`src/rtl/dsss_corr_pkg.sv`:
```
package dsss_corr_pkg;

    localparam int CODE_LEN  = 64;
    localparam int SHORT_LEN = 32;
    localparam int THR_W     = 7;
    localparam int REG_W     = 8;

    localparam logic [THR_W-1:0] THR_LO_RST = 7'h08;
    localparam logic [THR_W-1:0] THR_HI_RST = 7'h38;

    typedef enum logic {
        LEN_LONG  = 1'b0,
        LEN_SHORT = 1'b1
    } len_mode_e;

    typedef enum logic [1:0] {
        DEC_NONE,
        DEC_ZERO,
        DEC_ONE,
        DEC_UNSURE
    } dec_e;

    typedef struct packed {
        logic valid;
        logic value;
        logic unsure;
    } bit_out_t;

    function automatic bit_out_t to_out(dec_e d);
        bit_out_t o;
        o = '0;
        case (d)
            DEC_ONE:    begin o.valid = 1'b1; o.value = 1'b1; end
            DEC_ZERO:   begin o.valid = 1'b1; end
            DEC_UNSURE: begin o.valid = 1'b1; o.unsure = 1'b1; end
            default:    o = '0;
        endcase
        return o;
    endfunction

endpackage

```
`src/rtl/dsss_thr_regs.sv`:
```
module dsss_thr_regs
    import dsss_corr_pkg::*;
#(
    parameter int THR_BITS = THR_W,
    parameter int RD_BITS  = REG_W,
    parameter logic [THR_BITS-1:0] LO_INIT = THR_LO_RST,
    parameter logic [THR_BITS-1:0] HI_INIT = THR_HI_RST
) (
    input  logic                clk,
    input  logic                rst,
    input  logic                wr,
    input  logic                sel,
    input  logic [RD_BITS-1:0]  wdata,
    output logic [RD_BITS-1:0]  rdata,
    output logic [THR_BITS-1:0] thr_lo,
    output logic [THR_BITS-1:0] thr_hi
);
    localparam int NREG = 2;

    logic [THR_BITS-1:0] thr_q [NREG];

    for (genvar g = 0; g < NREG; g++) begin : g_reg
        localparam logic [THR_BITS-1:0] INIT = (g == 0) ? LO_INIT : HI_INIT;
        always_ff @(posedge clk) begin
            if (rst)
                thr_q[g] <= INIT;
            else if (wr && (int'(sel) == g))
                thr_q[g] <= wdata[THR_BITS-1:0];
        end
    end

    assign thr_lo = thr_q[0];
    assign thr_hi = thr_q[1];
    assign rdata  = RD_BITS'(sel ? thr_q[1] : thr_q[0]);

endmodule

```
`src/rtl/dsss_chip_accum.sv`:
```
module dsss_chip_accum
    import dsss_corr_pkg::*;
#(
    parameter int LONG_CHIPS  = CODE_LEN,
    parameter int SHORT_CHIPS = SHORT_LEN,
    localparam int IDX_W = $clog2(LONG_CHIPS),
    localparam int CNT_W = $clog2(LONG_CHIPS + 1)
) (
    input  logic                  clk,
    input  logic                  rst,
    input  logic                  chip_valid,
    input  logic                  chip_in,
    input  logic [LONG_CHIPS-1:0] pn_code,
    input  len_mode_e             mode,
    output logic                  bit_done,
    output logic [CNT_W-1:0]      total
);
    logic [IDX_W-1:0] idx_q;
    logic [CNT_W-1:0] cnt_q;
    logic [IDX_W-1:0] last_idx;
    logic             match;

    assign last_idx = (mode == LEN_SHORT) ? IDX_W'(SHORT_CHIPS - 1)
                                          : IDX_W'(LONG_CHIPS - 1);
    assign match    = (chip_in == pn_code[idx_q]);
    assign total    = cnt_q + CNT_W'(match);
    assign bit_done = chip_valid && (idx_q >= last_idx);

    always_ff @(posedge clk) begin
        if (rst) begin
            idx_q <= '0;
            cnt_q <= '0;
        end else if (chip_valid) begin
            if (bit_done) begin
                idx_q <= '0;
                cnt_q <= '0;
            end else begin
                idx_q <= idx_q + 1'b1;
                cnt_q <= total;
            end
        end
    end

endmodule

```
`src/rtl/dsss_bit_decider.sv`:
```
module dsss_bit_decider
    import dsss_corr_pkg::*;
#(
    parameter int CNT_BITS = 7,
    parameter int THR_BITS = THR_W,
    localparam int CMP_W = (CNT_BITS > THR_BITS) ? CNT_BITS : THR_BITS
) (
    input  logic                clk,
    input  logic                rst,
    input  logic                bit_done,
    input  logic [CNT_BITS-1:0] total,
    input  logic [THR_BITS-1:0] thr_lo,
    input  logic [THR_BITS-1:0] thr_hi,
    output bit_out_t            out_q
);
    dec_e dec;

    always_comb begin
        if (CMP_W'(total) >= CMP_W'(thr_hi))
            dec = DEC_ONE;
        else if (CMP_W'(total) <= CMP_W'(thr_lo))
            dec = DEC_ZERO;
        else
            dec = DEC_UNSURE;
    end

    always_ff @(posedge clk) begin
        if (rst)
            out_q <= '0;
        else if (bit_done)
            out_q <= to_out(dec);
        else
            out_q <= '0;
    end

endmodule

```
`src/rtl/dsss_bit_correlator.sv`:
```
module dsss_bit_correlator
    import dsss_corr_pkg::*;
#(
    parameter int LONG_CHIPS  = CODE_LEN,
    parameter int SHORT_CHIPS = SHORT_LEN,
    parameter int THR_BITS    = THR_W,
    parameter int RD_BITS     = REG_W,
    localparam int CNT_W = $clog2(LONG_CHIPS + 1)
) (
    input  logic                  clk,
    input  logic                  rst,
    input  logic                  chip_valid,
    input  logic                  chip_in,
    input  logic [LONG_CHIPS-1:0] pn_code,
    input  logic                  mode_short,
    input  logic                  reg_wr,
    input  logic                  reg_sel,
    input  logic [RD_BITS-1:0]    reg_wdata,
    output logic [RD_BITS-1:0]    reg_rdata,
    output logic                  bit_valid,
    output logic                  bit_value,
    output logic                  bit_invalid
);
    logic [THR_BITS-1:0] thr_lo;
    logic [THR_BITS-1:0] thr_hi;
    logic                bit_done;
    logic [CNT_W-1:0]    total;
    bit_out_t            dec_q;
    len_mode_e           mode;

    assign mode = mode_short ? LEN_SHORT : LEN_LONG;

    dsss_thr_regs #(
        .THR_BITS (THR_BITS),
        .RD_BITS  (RD_BITS)
    ) u_regs (
        .clk    (clk),
        .rst    (rst),
        .wr     (reg_wr),
        .sel    (reg_sel),
        .wdata  (reg_wdata),
        .rdata  (reg_rdata),
        .thr_lo (thr_lo),
        .thr_hi (thr_hi)
    );

    dsss_chip_accum #(
        .LONG_CHIPS  (LONG_CHIPS),
        .SHORT_CHIPS (SHORT_CHIPS)
    ) u_accum (
        .clk        (clk),
        .rst        (rst),
        .chip_valid (chip_valid),
        .chip_in    (chip_in),
        .pn_code    (pn_code),
        .mode       (mode),
        .bit_done   (bit_done),
        .total      (total)
    );

    dsss_bit_decider #(
        .CNT_BITS (CNT_W),
        .THR_BITS (THR_BITS)
    ) u_decide (
        .clk      (clk),
        .rst      (rst),
        .bit_done (bit_done),
        .total    (total),
        .thr_lo   (thr_lo),
        .thr_hi   (thr_hi),
        .out_q    (dec_q)
    );

    assign bit_valid   = dec_q.valid;
    assign bit_value   = dec_q.value;
    assign bit_invalid = dec_q.unsure;

endmodule

```
`config.mk`:
```
export PLATFORM = sky130hd
export DESIGN_NAME = dsss_bit_correlator
export DESIGN_NICKNAME = d
export VERILOG_FILES = /design/src/rtl/dsss_corr_pkg.sv /design/src/rtl/dsss_thr_regs.sv /design/src/rtl/dsss_chip_accum.sv /design/src/rtl/dsss_bit_decider.sv /design/src/rtl/dsss_bit_correlator.sv
export SDC_FILE = /design/constraint.sdc
export NUM_CORES = 1
export LEC_CHECK = 0
export BUFFER_PORTS_ARGS = -buffer_cell sky130_fd_sc_hd__buf_2
export CORE_ASPECT_RATIO = 0.6
export CORE_MARGIN = 8
export CORE_UTILIZATION = 53
export DETAILED_ROUTE_END_ITERATION = 8
export PLACE_DENSITY = 0.86
export SETUP_SLACK_MARGIN = 0.02
export SLEW_MARGIN = 10
export SYNTH_ARGS = -nofsm -noshare
export SYNTH_HDL_FRONTEND = slang
export SYNTH_HIERARCHICAL = 1
export SYNTH_SLANG_ARGS = --single-unit
```
`constraint.sdc`:
```
create_clock -name clk -period 6.4 [get_ports clk]
set_input_delay 0.32 -clock clk [delete_from_list [all_inputs] [get_ports clk]]
set_output_delay 0.32 -clock clk [all_outputs]
set_load 0.03 [all_outputs]
```
=== Word-level counts from Yosys, hierarchy flattened ===
Memories as Yosys holds them, arrays and structs flattened.
Index checks and enable logic that the tools add are counted.

* Mux-type cells: 22
* $add $sub $neg: 2
* Bitwise logic cells: 4
* Eq/ne operators: 4
* Reduce and logical (&&, ||, !) cells: 5
* $lt $le $gt $ge: 4

{| class="wikitable"
|+ Operators with widths
! operator !! number
|-
| $mux 7 || 4
|-
| $mux 1 || 13
|-
| $mux 6 || 2
|-
| $add 7x1->7 || 1
|-
| $ge 7x7->1 || 1
|-
| $le 7x7->1 || 1
|-
| $lt 6x7->1 const B || 1
|-
| $add 6x1->6 const B || 1
|-
| $bmux 1 s6 || 1
|-
| $ge 6x6->1 || 1
|-
| $eq 2x2->1 const B || 2
|-
| $mux 2 || 2
|-
| $logic_and 1x1->1 || 3
|-
| $reduce_or 3->1 || 1
|-
| $eq 2x1->1 const B || 1
|-
| $not 1->1 || 2
|-
| $or 1x1->1 || 2
|-
| $reduce_or 2->1 || 1
|-
| $eq 1x1->1 || 1
|}

* Input port bits: 79
* Register bits after elaboration: 16
* Memories: 1
* Output and inout port bits: 11
* Memory bits (writable): 14
* Logic and storage cells: 47

{| class="wikitable"
|+ Memories
! memory !! depth !! width !! read ports !! clocked after memory_dff !! wr ports !! line !! text
|-
| u_regs.thr_q || 2 || 7 || 2 || 0 || 2 || dsss_thr_regs.sv:20 || <nowiki>logic [THR_BITS-1:0] thr_q [NREG];</nowiki>
|}

=== Longest topological paths before layout ===
Gate-level depths: netlist of run 1.

* Depth after elaboration: 10
* Mapped depth: 19
* Depth with buffers taken out: 16

=== Modules after synthesis ===
The synthesis of run 1 kept the hierarchy.

{| class="wikitable"
|+ By module, submodules not included
! module !! instances !! area an instance (sq um) !! cells each !! seq. area each (sq um)
|-
| dsss_chip_accum || 1 || 1239.9 || 133 || 260.2
|-
| dsss_thr_regs || 1 || 661.9 || 48 || 420.4
|-
| dsss_bit_decider || 1 || 414.1 || 51 || 60.1
|}

=== Worst setup path before layout of run 1 ===
OpenSTA, ideal clock, no wires.

* Kind: register -> register
* Start: register u_accum.idx_q[0]
* End: register u_decide/out_q[1] in the netlist's numbering
* Data arrival time: 3.674 ns
* Slack: 2.611 ns
* Required time: 6.284 ns
* Path buffers: 1
* Cell stages (with the launch flop): 17
* Clock period less this slack: 3.789 ns
* Setup time: 0.116 ns
* Path through: dfxtp_1 -> buf_6 -> mux4_1 -> mux4_2 -> nor2b_1 -> a211oi_1 -> a31oi_1 -> xor2_1 -> ha_1 -> ha_1 -> nand3_1 -> xnor2_1 -> ha_1 -> a21o_1 -> a211o_1 -> a41o_1 -> and3_1

* Word-level cells in the longest chain between the ends: 9
* Elaborated cells between the ends (all ways): 14
* Classes of those cells: add/sub: 1; order compare: 3; eq/ne: 2; mux: 5; bitwise: 1; reduce/logical: 2

{| class="wikitable"
|+ Ends and longest elaborated chain
! element !! line !! text
|-
| start, declared || dsss_chip_accum.sv:18 || <nowiki>logic [IDX_W-1:0] idx_q;</nowiki>
|-
| start signal, assigned || dsss_chip_accum.sv:38 || <nowiki>idx_q <= idx_q + 1'b1;</nowiki>
|-
| $bmux 1 s6 (*) || dsss_chip_accum.sv:25 || <nowiki>assign match = (chip_in == pn_code[idx_q]);</nowiki>
|-
| $mux 1 (not written as such) (*) || dsss_chip_accum.sv:25 ||
|-
| $eq 1x1->1 (*) || dsss_chip_accum.sv:25 ||
|-
| $add 7x1->7 (*) || dsss_chip_accum.sv:26 || <nowiki>assign total = cnt_q + CNT_W'(match);</nowiki>
|-
| via total[4] || dsss_bit_correlator.sv:27 || <nowiki>logic [CNT_W-1:0] total;</nowiki>
|-
| $le 7x7->1 || dsss_bit_decider.sv:21 || <nowiki>else if (CMP_W'(total) <= CMP_W'(thr_lo))</nowiki>
|-
| $mux 2 || dsss_bit_decider.sv:21 ||
|-
| $mux 2 (*) || dsss_bit_decider.sv:19 || <nowiki>if (CMP_W'(total) >= CMP_W'(thr_hi))</nowiki>
|-
| $eq 2x2->1 (*) || dsss_corr_pkg.sv:32 || <nowiki>case (d)</nowiki>
|-
| $mux 1 (*) || dsss_corr_pkg.sv:32 ||
|-
| end signal, assigned || dsss_bit_decider.sv:31 || <nowiki>out_q <= to_out(dec);</nowiki>
|-
| end, declared || dsss_bit_decider.sv:14 || <nowiki>output bit_out_t out_q</nowiki>
|}

The timed path passes the listed nets; every way through them passes the cells marked *. The select of a mux whose other input is x is not followed.
A chain may end at the register's enable or synchronous reset.

=== Worst setup path in the final report of run 1 ===
Same ends and word-level chain as after synthesis.

==> results of run 1 <==
## metrics by stage
step | power, mW | area, um^2
6_report | 0.495 | 2820
5_1_grt | 0.520 | 2820
4_1_cts | 0.498 | 2820
3_5_place_dp | 0.355 | 2740
3_3_place_gp | 0.347 | 2740
2_1_floorplan | 0.311 | 2320
## routing by layer
layer / vias up / part of all wire, % / global-route usage (%)
li1: 1019 / - / -
met1: 1001 / 43 / 24.5
met2: 80 / 49 / 28.3
met3: 8 / 7.0 / 5.23
met4: 0 / 1.2 / 5.71
met5: - / 0 / 0
## power by group
part	switching, mW	total, mW	internal (mW)
clock	0.0698	0.142	0.0724
sequential	0.00918	0.220	0.211
combinational	0.0672	0.133	0.0657
## sequential cells by signal, summed over array words and instances, names as in the netlist
register,count
u_accum/idx_q,6
u_decide/out_q,3
u_accum/cnt_q,7
u_regs/thr_q,14
## layout make-up
class,count,area [um^2]
clock buffer,5,68.8
inverter,14,52.6
clock inverter,3,11.3
timing repair buffer,88,443
multi-input combinational,173,1430
tap,60,75.1
fill,336,1320
sequential,30,741
## how the worst min path moves through the flow
stage,endpoint,startpoint
6_report,u_regs/thr_q[1][4],reg_wdata[4]
5_1_grt,u_regs/thr_q[1][3],reg_wdata[3]
4_1_cts,u_regs/thr_q[1][4],reg_wdata[4]
3_5_place_dp,u_accum/cnt_q[6],u_accum/cnt_q[6]
3_3_place_gp,u_accum/cnt_q[0],u_accum/cnt_q[0]
2_1_floorplan,u_accum/idx_q[5],rst
## placed cells by master, fill, tap and decap left out, types with 4 or more instances in the layout
| cell type | n |
|---|---|
| buf_2 | 87 |
| nor2_1 | 18 |
| ha_1 | 18 |
| dfxtp_1 | 16 |
| edfxtp_1 | 14 |
| mux2i_1 | 13 |
| a21oi_1 | 13 |
| inv_1 | 13 |
| nand3_1 | 12 |
| nand2b_1 | 11 |
| mux4_2 | 8 |
| o21ai_0 | 7 |
| mux2_2 | 7 |
| nand2_1 | 6 |
| clkbuf_8 | 5 |
| xor2_1 | 5 |
| xnor2_1 | 5 |
| clkinv_1 | 4 |
| nor2b_1 | 4 |
| a211oi_1 | 4 |
| nor3_1 | 4 |
| or3_1 | 4 |
## cells by family after synthesis
logic type | Yosys count | synth area share (%)
simple gates | 73 | 16.9
mux | 31 | 20.2
compound gates | 40 | 11.0
other cells | 1 | 0.162
flops | 30 | 32.0
xor+xnor | 10 | 3.78
buf+inv | 29 | 6.21
fa+ha+maj | 18 | 9.72
## critical path: stages, from the launching register on
cell and delay (ps):
dfxtp_1 500, buf_4 390, mux2i_1 130, a221oi_1 440
a211oi_1 130, a211oi_1 350, a31oi_1 100, xor2_1 210
ha_1 220, ha_1 280, nand3_1 150, xnor2_1 250
ha_1 300, a21o_1 190, a211o_1 290, a41o_1 240
and3_1 150
==> out/results.txt, run 1 <==
Synth Register Bits: 30
Post-synth top cells: ha_1, nor2_1, dfxtp_1, edfxtp_1
Hold WS: 310 ps
number of diodes: 0
FP Rows: 18
Final HPWL DP: 5180 um
Crit path arrival time: 4610 ps
drc violations: 0
WS Path Type: flop to flop
critical path endpoint category: flop
TritonCTS clock tree: done
vias: 2,108
PwrDens: 176 mW/mm^2
VDD IR-drop max: 0.0889 mV
# IOs: 90
wire per inst: 17.6 um
sequential share of the synthesized area: 32.0%
Critical Path RT: 6580 ps
max-slew violations: 0
worst hold path type: input port to flop
CTS max path bufs: 2
Clock Latency Late Sink: 280 ps
synthesized area per cell: 9.98 um^2
die area: 0.00681 mm^2
CTS clock-pin slew for the worst setup and hold paths: 60 ps
fraction of layout cells with a size suffix above 1: 35.1%
Setup Viol. Count Final: 0
synthesized instance count: 232
die width: 101 um
global route overflow: 0
Worst setup SP type: flop
RePlAce Congestion: 0.874
Max-cap violations: 0
reg2reg end: u_decide/out_q[1]
DR iter-0 viols: 171
status: finished clean
crit share post-route: 69.2%
FMAX: 226 MHz
setup ws final: 1970 ps
CP Launch Point: u_accum/idx_q[0]
pre-CTS setup slack: 2040 ps
first-pass GRT wire length: 9720 um
IO buf count: 87
Yosys top cell by area: edfxtp_1
unrepaired setup endpoints after global routing: false
top post-synthesis cells by area: edfxtp_1, dfxtp_1, ha_1
Initial Util: 55.9%
WHS Path Cells: 2
antenna violation net count after detailed routing: 0
RR Startpoint: u_accum/idx_q[0]
crit path capture: u_decide/out_q[1]
share of the synthesized area in the top cell type: 18.2%
Post-Synthesis Net Count: 329
register-to-register path setup slack: 1970 ps
Slew HR: 53.4%
Net count, final: 409
initial antenna violation count: 0
# placed instances: 365
fraction of registers with async set/reset: 0%
r2r worst-path depth: 16
P&R area growth vs syn: 21.9%
Pre-Repair DR Iteration Count: 4
Final min period: 4430 ps
total CTS buffers: 5
Worst Skew: 5.88 ps
Die H: 67.2 um
Synth cell types: 46
Final Util: 68.1%
Vias/cell: 5.65
CTS sink count: 30
hold_buf cts: 0
Placeable Area: 0.00414 mm^2
H-tree depth: 2
Final Hold Vio Count: 0
post-CTS repair timing setup buffer count: 0
Lkg Pwr: 1.29 nW
worst slew pin tran: 695 ps
post-synthesis cell area: 0.00232 mm^2
largest net degree at the start of global routing: 27
PostCTS Resize Cnt: 0
Final Non-Filler Cells: 373
crit-path max FO: 21
setup TNS: 0 ps
Post-synth EDFFs: 14
GRT Util Overall: 18.3%
number of global-route vias before repair: 2,070
Routed WL: 6560 um
Warnings, synthesis: 6
Main synth FF type: dfxtp_1
Root Driver: clkbuf_8
(Power assumes the default switching activity.)
==> inputs of run 2 (changes only) <==
--- a/config.mk
+++ b/config.mk
@@ -8,9 +8,9 @@
 export BUFFER_PORTS_ARGS = -buffer_cell sky130_fd_sc_hd__buf_2
 export CORE_ASPECT_RATIO = 0.6
 export CORE_MARGIN = 8
-export CORE_UTILIZATION = 53
+export CORE_UTILIZATION = 45
 export DETAILED_ROUTE_END_ITERATION = 8
-export PLACE_DENSITY = 0.86
+export PLACE_DENSITY = 0.78
 export SETUP_SLACK_MARGIN = 0.02
 export SLEW_MARGIN = 10
 export SYNTH_ARGS = -nofsm -noshare
==> constraint.sdc (replaced) <==
create_clock -name clk -period 4 [get_ports clk]
set_input_delay 0.2 -clock clk [delete_from_list [all_inputs] [get_ports clk]]
set_output_delay 0.2 -clock clk [all_outputs]
set_load 0.03 [all_outputs]
==> out/results.txt, run 2 (synthesis results as in run 1) <==
# placed instances: 378
vias: 2,134
Final min period: 3850 ps
Setup Viol. Count Final: 0
r2r worst-path depth: 15
Initial Util: 46.3%
largest net degree at the start of global routing: 27
Clock Latency Late Sink: 280 ps
register-to-register path setup slack: 150 ps
commonest non-fill, non-tap cells in the layout: buf_2, nor2_1, dfxtp_1, ha_1, edfxtp_1
largest registers: u_regs/thr_q: 14 flops, u_accum/cnt_q: 7 flops, u_accum/idx_q: 6 flops
RR Startpoint: u_accum/idx_q[0]
Worst setup SP type: flop
WS Path Type: flop to flop
FP Rows: 20
die width: 109 um
Die H: 71.6 um
antenna violation net count after detailed routing: 0
GRT Util Overall: 16.3%
Vias/cell: 5.50
reg2reg end: u_decide/out_q[1]
fraction of layout cells with a size suffix above 1: 42.5%
Crit path arrival time: 4030 ps
number of global-route vias before repair: 2,157
IO buf count: 87
first-pass GRT wire length: 10,200 um
Final Non-Filler Cells: 388
H-tree depth: 2
worst slew pin tran: 547 ps
placed cell areas: 0.00280 mm^2
global route overflow: 0
setup ws final: 147 ps
Worst Skew: 4.14 ps
unrepaired setup endpoints after global routing: true
Design Power: 822 uW
CTS sink count: 30
Lkg Pwr: 1.35 nW
most common cell after layout, fill and taps aside: buf_2
Pre-Repair DR Iteration Count: 5
crit share post-route: 96.3%
Largest register FFs: 14
initial antenna violation count: 0
# IOs: 90
Slew HR: 63.5%
wire per inst: 16.8 um
TritonCTS clock tree: done
die area: 0.00777 mm^2
CTS clock-pin slew for the worst setup and hold paths: 60 ps
P&R area growth vs syn: 30.6%
Reg with most FFs: u_regs/thr_q
number of diodes: 0
FILL cells: 437
total CTS buffers: 5
status: finished clean
CTS max path bufs: 2
Routed WL: 6520 um
Placeable Area: 0.00500 mm^2
crit-path max FO: 5
Net count, final: 418
drc violations: 0
worst hold path type: input port to flop
WHS Path Cells: 2
critical path endpoint category: flop
Final HPWL DP: 5170 um
Critical Path RT: 4180 ps
setup TNS: 0 ps
pre-CTS setup slack: -108 ps
PwrDens: 272 mW/mm^2
Final Util: 60.5%
max-slew violations: 0
Final Hold Vio Count: 0
RePlAce Congestion: 0.859
FMAX: 260 MHz
Final Cell Area: 0.00303 mm^2
DR iter-0 viols: 145
crit path capture: u_decide/out_q[1]
Root Driver: clkbuf_8
Max-cap violations: 0
Hold WS: 182 ps
VDD IR-drop max: 0.144 mV
CP Launch Point: u_accum/idx_q[0]
[run 2: cell types whose count changed in the layout (fill, tap and decap cells not counted), sizes merged]
cell    before  now
buf         88   97
clkinv       4    2
clkbuf       5    7
[run 2: worst min-delay path by stage]
stage | end | slack (ps) | start
2_1_floorplan | u_accum/idx_q[5] | 280 | rst
3_3_place_gp | u_accum/cnt_q[0] | 460 | u_accum/cnt_q[0]
3_5_place_dp | u_accum/cnt_q[0] | 470 | u_accum/cnt_q[0]
4_1_cts | u_regs/thr_q[1][4] | 180 | reg_wdata[4]
5_1_grt | u_regs/thr_q[1][4] | 170 | reg_wdata[4]
6_report | u_regs/thr_q[1][4] | 180 | reg_wdata[4]
[run 2: critical path, cell delays in order (launching register included)]
cell,delay (ps)
dfxtp_4,400
mux4_2,510
mux4_2,490
nor2b_1,120
a211oi_1,60
a31oi_1,190
xor2_1,200
ha_2,240
ha_4,160
and3_4,210
nand3_4,100
xnor2_4,220
buf_4,140
ha_2,250
or2_2,300
and3_1,160
[run 2: report_power, final]
part	switching [mW]	total (mW)	internal (mW)
Clock	0.111	0.249	0.138
Combinational	0.110	0.223	0.113
Sequential	0.0124	0.350	0.338
[run 2: area by class of cell]
type	count	area, um^2	share of cell area (%)
clock buffer	7	86.3	2.85
clock inverter	1	5.00	0.165
inverter	14	52.6	1.74
multi-input combinational	173	1530	50.6
sequential	30	744	24.6
tap	66	82.6	2.73
timing repair buffer	97	523	17.3
[run 2: routing by layer]
| metal | track usage (%) | part of all wire, % |
|---|---|---|
| met5 | 0 | 0 |
| met4 | 5.43 | 1.5 |
| met3 | 3.49 | 5.8 |
| met2 | 26.6 | 51 |
| met1 | 20.8 | 42 |
[run 2: what timing repair did]
item	4_1_cts	5_1_grt
endpoints found under the setup margin	2	2
setup buffers	0	2
pin swaps	0	6
gates resized for setup	4	21
hold buffers	0	0
==> inputs of run 3 (changes only) <==
--- a/config.mk
+++ b/config.mk
@@ -9,6 +9,7 @@
 export CORE_ASPECT_RATIO = 0.6
 export CORE_MARGIN = 8
 export CORE_UTILIZATION = 45
+export CTS_BUF_LIST = sky130_fd_sc_hd__clkbuf_4 sky130_fd_sc_hd__clkbuf_8 sky130_fd_sc_hd__clkbuf_16
 export DETAILED_ROUTE_END_ITERATION = 8
 export PLACE_DENSITY = 0.78
 export SETUP_SLACK_MARGIN = 0.02
==> out/results.txt, run 3 (synthesis results as in run 1) <==
Die H: 71.6 um
WHS Path Cells: 2
Hold Path End: u_regs/thr_q[1][4]
max-slew violations: 0
global route overflow: 0
Placeable Area: 0.00500 mm^2
die area: 0.00777 mm^2
Critical Path RT: 4180 ps
r2r worst-path depth: 15
most common cell after layout, fill and taps aside: buf_2
crit-path max FO: 5
Slew HR: 63.5%
P&R area growth vs syn: 30.8%
FP Rows: 20
Crit path arrival time: 4030 ps
Pre-Repair DR Iteration Count: 5
CP max stage delay: 510 ps
CP max-delay cell: mux4_2
unrepaired setup endpoints after global routing: true
fraction of layout cells with a size suffix above 1: 42.9%
FILL cells: 437
Final min period: 3850 ps
critical path endpoint category: flop
status: finished clean
Cell Chain, Critical Path: mux4_2, mux4_2, nor2b_1, a211oi_1, a31oi_1, xor2_1, ha_2, ha_4, and3_4, nand3_4, xnor2_4, buf_4, ha_2, or2_2, and3_1
worst slew pin tran: 547 ps
Reg with most FFs: u_regs/thr_q
Vias/cell: 5.50
reg2reg end: u_decide/out_q[1]
Net count, final: 418
Worst Skew: 5.77 ps
H-tree depth: 2
Hold Startpoint: reg_wdata[4]
register-to-register path setup slack: 150 ps
number of diodes: 0
Worst setup SP type: flop
Final Non-Filler Cells: 388
placed cell areas: 0.00280 mm^2
RePlAce Congestion: 0.859
Max-cap violations: 0
# placed instances: 378
commonest non-fill, non-tap cells in the layout: buf_2, nor2_1, dfxtp_1, ha_1, edfxtp_1
first-pass GRT wire length: 10,200 um
WS Path Type: flop to flop
hold_buf cts: 0
VDD IR-drop max: 0.143 mV
Clock Latency Late Sink: 280 ps
die width: 109 um
CTS max path bufs: 2
Root Driver: clkbuf_8
wire per inst: 16.8 um
largest registers: u_regs/thr_q: 14 flops, u_accum/cnt_q: 7 flops, u_accum/idx_q: 6 flops
largest net degree at the start of global routing: 27
Final Util: 60.5%
Setup Viol. Count Final: 0
GRT Util Overall: 16.3%
total CTS buffers: 5
TritonCTS clock tree: done
DR iter-0 viols: 145
Final Cell Area: 0.00303 mm^2
antenna violation net count after detailed routing: 0
Initial Util: 46.3%
RR Startpoint: u_accum/idx_q[0]
PwrDens: 274 mW/mm^2
CTS sink count: 30
worst hold path type: input port to flop
CTS clock-pin slew for the worst setup and hold paths: 60 ps
crit share post-route: 96.3%
Final Hold Vio Count: 0
Lkg Pwr: 1.35 nW
Hold WS: 181 ps
FMAX: 260 MHz
vias: 2,134
Largest register FFs: 14
Routed WL: 6530 um
drc violations: 0
Final HPWL DP: 5170 um
number of global-route vias before repair: 2,157
setup TNS: 0 ps
# IOs: 90
initial antenna violation count: 0
IO buf count: 87
## run 3: cell count changes in the layout (fill, tap and decap cells not counted)
cell and delta:
clkbuf_1 -1, clkbuf_4 +1
## run 3: worst max path at each step
stage	startpoint	cells past startpoint	endpoint
2_1_floorplan	u_accum/idx_q[0]	16	u_decide/out_q[1]
3_3_place_gp	u_accum/idx_q[0]	15	u_decide/out_q[1]
3_5_place_dp	u_accum/idx_q[0]	15	u_decide/out_q[1]
4_1_cts	u_accum/idx_q[0]	15	u_decide/out_q[1]
5_1_grt	u_accum/idx_q[0]	17	u_decide/out_q[1]
6_report	u_accum/idx_q[0]	15	u_decide/out_q[1]
## run 3: metal layers
layer | share of wire [%] | GRT usage, % | vias to the layer above
li1 | - | - | 1034
met1 | 42 | 20.8 | 1029
met2 | 51 | 26.6 | 63
met3 | 5.9 | 3.49 | 8
met4 | 1.5 | 5.43 | 0
met5 | 0 | 0 | -
## run 3: what timing repair did
action	4_1_cts	5_1_grt
pin swaps	0	6
gates resized for setup	4	21
buffers inserted	0	2
setup endpoints to repair	2	2
## run 3: area by class of cell
| cell class | count | area [um^2] | area share (%) |
|---|---|---|---|
| Clock inverter | 1 | 5.00 | 0.165 |
| Tap cell | 66 | 82.6 | 2.73 |
| Timing Repair Buffer | 97 | 523 | 17.3 |
| Multi-Input combinational cell | 173 | 1530 | 50.6 |
| Inverter | 14 | 52.6 | 1.73 |
| Clock buffer | 7 | 90.1 | 2.97 |
| Sequential cell | 30 | 744 | 24.6 |
## run 3: worst max-delay path, delay by kind of cell (launching register included)
kind / cells / cell delay [ps]
buffers and inverters: 1 / 140
muxes: 2 / 1000
xor gates and xnor gates: 2 / 420
and+or+nand+nor: 5 / 890
adders and majority gates: 3 / 650
AOI/OAI and AO/OA: 2 / 250
DFF: 1 / 400
## run 3: report_power, final
part	leakage, nW	total (mW)	internal [mW]	switching, mW
logic	1.03	0.223	0.113	0.110
clock network	0.0517	0.256	0.145	0.111
registers	0.270	0.350	0.338	0.0124
## run 3: per-stage QoR
step | total power, mW | setup slack (ps)
6_report | 0.829 | 149
5_1_grt | 0.876 | -95.8
4_1_cts | 0.825 | 52.0
3_5_place_dp | 0.568 | -108
3_3_place_gp | 0.557 | 28.4
2_1_floorplan | 0.497 | 211
